[src/rtl/irq_word_pkg.sv]
package irq_word_pkg;
  localparam int WORD_W  = 8;
  localparam int NUM_SRC = WORD_W - 1;

  // bit positions inside the status word
  localparam int POS_SIG   = 0;
  localparam int POS_BOM   = 1;
  localparam int POS_SEC5  = 2;
  localparam int POS_SEC1  = 3;
  localparam int POS_LOOP  = 4;
  localparam int POS_HDLC1 = 5;
  localparam int POS_HDLC0 = 6;

  typedef logic [NUM_SRC-1:0] src_vec_t;
endpackage

[src/rtl/irq_rise_detect.sv]
module irq_rise_detect (
  input  logic clk,
  input  logic rst_n,
  input  logic lvl_i,
  output logic rise_o
);
  logic prev_q;
  logic armed_q;

  // first cycle after reset only records the level
  always_ff @(posedge clk or negedge rst_n) begin
    if (!rst_n) begin
      prev_q  <= 1'b0;
      armed_q <= 1'b0;
    end else begin
      prev_q  <= lvl_i;
      armed_q <= 1'b1;
    end
  end

  assign rise_o = armed_q & lvl_i & ~prev_q;

  AST_RISE_NEEDS_LOW: assert property (@(posedge clk) disable iff (!rst_n)
    rise_o |-> (lvl_i && !$past(lvl_i)));
  AST_HIGH_NO_RISE: assert property (@(posedge clk) disable iff (!rst_n)
    ($past(lvl_i) && $past(rst_n)) |-> !rise_o);
endmodule

[src/rtl/irq_sticky_bit.sv]
module irq_sticky_bit (
  input  logic clk,
  input  logic rst_n,
  input  logic evt_i,
  input  logic mask_i,
  input  logic clr_i,
  output logic q_o
);
  logic hit;
  logic q_d;

  assign hit = evt_i & ~mask_i;

  always_comb begin
    if (clr_i) q_d = hit;
    else       q_d = q_o | hit;
  end

  always_ff @(posedge clk or negedge rst_n) begin
    if (!rst_n) q_o <= 1'b0;
    else        q_o <= q_d;
  end

  AST_SET_ON_HIT: assert property (@(posedge clk) disable iff (!rst_n)
    (evt_i && !mask_i) |=> q_o);
  AST_MASK_HOLDS: assert property (@(posedge clk) disable iff (!rst_n)
    (!clr_i && (mask_i || !evt_i)) |=> $stable(q_o));
  AST_READ_CLEARS: assert property (@(posedge clk) disable iff (!rst_n)
    (clr_i && !(evt_i && !mask_i)) |=> !q_o);
endmodule

[src/rtl/irq_status_word.sv]
module irq_status_word
  import irq_word_pkg::*;
(
  input  logic               clk,
  input  logic               rst_n,
  input  logic               hdlc0_evt,
  input  logic               hdlc1_evt,
  input  logic               loop_evt,
  input  logic               bom_evt,
  input  logic               sig_evt,
  input  logic               sec1_lvl,
  input  logic               sec5_lvl,
  input  logic [NUM_SRC-1:0] irq_mask,
  input  logic               rd_stb,
  output logic [WORD_W-1:0]  status,
  output logic               irq
);
  logic     sec1_rise;
  logic     sec5_rise;
  src_vec_t evt_vec;
  src_vec_t pend;

  irq_rise_detect u_sec1_edge (
    .clk(clk), .rst_n(rst_n), .lvl_i(sec1_lvl), .rise_o(sec1_rise)
  );
  irq_rise_detect u_sec5_edge (
    .clk(clk), .rst_n(rst_n), .lvl_i(sec5_lvl), .rise_o(sec5_rise)
  );

  always_comb begin
    evt_vec            = '0;
    evt_vec[POS_SIG]   = sig_evt;
    evt_vec[POS_BOM]   = bom_evt;
    evt_vec[POS_SEC5]  = sec5_rise;
    evt_vec[POS_SEC1]  = sec1_rise;
    evt_vec[POS_LOOP]  = loop_evt;
    evt_vec[POS_HDLC1] = hdlc1_evt;
    evt_vec[POS_HDLC0] = hdlc0_evt;
  end

  for (genvar i = 0; i < NUM_SRC; i++) begin : g_bit
    irq_sticky_bit u_bit (
      .clk(clk), .rst_n(rst_n), .evt_i(evt_vec[i]), .mask_i(irq_mask[i]),
      .clr_i(rd_stb), .q_o(pend[i])
    );
  end

  assign status = {{(WORD_W-NUM_SRC){1'b0}}, pend};
  assign irq    = |pend;

  AST_IRQ_DROPS_ON_READ: assert property (@(posedge clk) disable iff (!rst_n)
    (rd_stb && ((evt_vec & ~irq_mask) == '0)) |=> !irq);
  AST_IRQ_RISES_ON_HIT: assert property (@(posedge clk) disable iff (!rst_n)
    ((evt_vec & ~irq_mask) != '0) |=> irq);
  AST_TOP_BIT_ZERO: assert property (@(posedge clk) disable iff (!rst_n)
    (status[WORD_W-1] == 1'b0));
endmodule

[config.mk]
export PLATFORM = sky130hd
export DESIGN_NAME = irq_status_word
export DESIGN_NICKNAME = d
export VERILOG_FILES = /design/src/rtl/irq_word_pkg.sv /design/src/rtl/irq_rise_detect.sv /design/src/rtl/irq_sticky_bit.sv /design/src/rtl/irq_status_word.sv
export SDC_FILE = /design/constraint.sdc
export NUM_CORES = 1
export LEC_CHECK = 0
export ABC_AREA = 1
export CAP_MARGIN = 10
export CELL_PAD_IN_SITES_DETAIL_PLACEMENT = 0
export CELL_PAD_IN_SITES_GLOBAL_PLACEMENT = 1
export CORE_MARGIN = 2
export CORE_UTILIZATION = 34
export DETAILED_ROUTE_END_ITERATION = 6
export DONT_BUFFER_PORTS = 1
export PLACE_DENSITY_LB_ADDON = 0.2
export SLEW_MARGIN = 20
export SYNTH_ARGS = -nofsm -noshare
export SYNTH_HDL_FRONTEND = slang
export SYNTH_SLANG_ARGS = --single-unit
export TNS_END_PERCENT = 100
[constraint.sdc]
create_clock -name clk -period 0.8 [get_ports clk]
set_input_delay 0.08 -clock clk [delete_from_list [all_inputs] [get_ports clk]]
set_output_delay 0.08 -clock clk [all_outputs]
set_load 0.03 [all_outputs]
==> run_results.csv <==
group,metric,value,unit
clocking,cts.path.max_buffers,2,
critical_path,r2r_end,"g_bit[3].u_bit.q_o",
layout,area_growth_syn_to_layout,57.99,%
synthesis,synthesis.nets,73,
sta,max_freq,907.9,MHz
global_routing,track_usage,12.20,%
die,rows,13,
clocking,clk_latency,0.26,ns
synthesis,synth_area_per_cell,8.245,um2
global_routing,grt_overflow_total,0,
synthesis,ys_seq_elements,10,
die,design.core.area,1285,um2
critical_path,crit_type,"reg2out",
sta,rsz0062_at_grt,"true",
layout,antennaDiodeCount,0,
placement,io_buffers,0,
sta,slew_viol_final,0,
flow_run,drv_cap,0,
critical_path,worstSetupEndpointType,"output port",
global_routing,grt_pass1_vias,365,
run_status,outcome,"finished, violations left",
synthesis,synth_cells,56,
power_and_ir_drop,p_leak,0.3829,nW
global_routing,grt_max_degree,11,
layout,postLayoutCoreUtil,56.77,%
sta,timing_hold_violations_final,0,
run_status,violations,"negative setup slack",
sta,skew,0.004324,ns
die,io_pins,26,
global_routing,antenna_found_initial,0,
layout,multiInputGateArea,113.9,um2
critical_path,cp-start-kind,"register",
placement,place_inst,71,
layout,final_cell_mix,"16 x dlygate4sd3_1, 11 x nand2_1, 10 x dfrtp_1, 9 x inv_1, 6 x buf_6",
die,initial_core_util,35.93,%
synthesis,yosysSeqAreaShare,54.20,%
clocking,h-tree-depth,1,
clocking,cts_buffers,3,
critical_path,startpoint,"g_bit[1].u_bit.q_o",
routing,vias,391,
routing,drcViolationCount,0,
routing,wire_per_inst,9.723,um
worst_hold_path,hp-class,"in2async",
critical_path,arrival,1.02,ns
routing,drt-initial-drc-count,4,
layout,regArea,250.2,um2
clocking,clock_sinks,10,
critical_path,required,0.72,ns
layout,final_cells,94,
clocking,path_clk_slew,0.06,ns
layout,nets,97,
die,die_area,1669,um2
synthesis,synth.distinct_cells,10,
layout,final_common_cell,"dlygate4sd3_1",
routing,first_pass_iters,2,
power_and_ir_drop,peakVddDrop,1.165,mV
sta,fin_crit,1.101,ns
placement,gp_congestion,0.6380,
routing,ant_nets,0,
placement,hpwlAfterDp,636.1,um
synthesis,yosys_warnings,0,
routing,drt_wl_total,914,um
layout,drive_gt1_share,26.58,%
critical_path,ff2ff_path_depth,3,
critical_path,crit_path_max_fanout,2,
clocking,root_buffer,"clkbuf_4",
clocking,cts_tree,"yes",
critical_path,r2r_setup_slack,0.03,ns
die,fp.dieW,40.85,um
sta,post-route-period-util,137.7,%
layout,num-fill-cells,127,
global_routing,grt_pass1_wl,1.262,mm
routing,viasPerCell,4.160,
sta,timing.final.ws_setup,-0.3014,ns
die,die_h,40.85,um
critical_path,timing.rr.start,"g_bit[3].u_bit.q_o",
synthesis,syn_area,461.7,um2
sta,setup_violations,8,
power_and_ir_drop,power_density,1786,nW/um2
[layout make-up]
type	count	area share, %
clock buffers	4	4.974
inverters	12	6.175
multi-input cells	26	15.61
flip-flops and latches	10	34.31
well taps	15	2.573
repair buffers	27	36.36
[worst max-delay path by stage]
stage | endpoint | slack [ns] | depth (start not counted)
after floorplan | irq | 0.02 | 4
after global placement | irq | -0.02 | 4
after detailed placement | irq | -0.03 | 4
after CTS | irq | -0.32 | 4
after global routing | irq | -0.37 | 4
final | irq | -0.30 | 4
[through the flow]
step	setup WS, ns	cell area [um2]	power [mW]	setup TNS, ns	hold slack (ns)
4_1_cts	-0.3240	724.4	1.313	-1.254	0.2092
3_5_place_dp	-0.03397	483.0	0.7526	-0.03397	-0.2152
3_3_place_gp	-0.01541	483.0	0.7504	-0.01541	-0.2153
6_report	-0.3014	729.5	1.303	-1.188	0.1979
2_1_floorplan	0.02279	464.2	0.7351	0	-0.2156
5_1_grt	-0.3689	729.5	1.372	-1.476	0.2219
[sequential cells by signal, summed over array words and instances, names as in the netlist]
name                 count
u_sec5_edge.armed_q      1
u_sec5_edge.prev_q       1
u_sec1_edge.prev_q       1
g_bit.u_bit.q_o          7
[synthesized netlist by cell type]
cell	n	area, um2
nor2_1	4	15.01
nand2_1	13	48.80
inv_1	11	41.29
o21ai_0	4	20.02
dfrtp_1	10	250.2
nand3_1	2	10.01
o21ai_1	1	5.000
conb_1	2	7.510
inv_2	1	3.750
buf_4	8	60.06
[logic make-up after synthesis]
logic type / Yosys count / share of synthesized area [%]
AO/OA/AOI/OAI: 5 / 5.419
buffers and inverters: 20 / 22.76
flip-flops: 10 / 54.20
other: 2 / 1.627
AND/OR/NAND/NOR: 19 / 15.99
[metal layers]
layer  vias to the layer above  part of all wire (%)  track usage (%)
met5                         -                     0                0
met3                         2                   6.3            4.891
met1                       179                    37            11.60
li1                        199                     -                -
met2                        11                    56            21.48
met4                         0                  0.55            7.500
[what timing repair did]
item                                    CTS  global route
resized for setup                         6             4
endpoints found under the hold margin    19             0
buffers inserted                          3             0
endpoints found under the setup margin    8             8
pin swaps                                 1             3
hold buffers                             16             0
[power breakdown]
part	internal, mW	leakage (nW)	total (mW)	switching [mW]
clock	0.276	0.0210	0.441	0.165
combinational	0.147	0.239	0.299	0.153
sequential	0.542	0.123	0.563	0.0210
[worst max-delay path, cell delays in order, from the launching register on]
cell and delay (ns):
dfrtp_1 0.39, inv_2 0.07, nand2_2 0.04, nor2_1 0.12, nand2_2 0.14
Power figures use the tool's default switching activity.
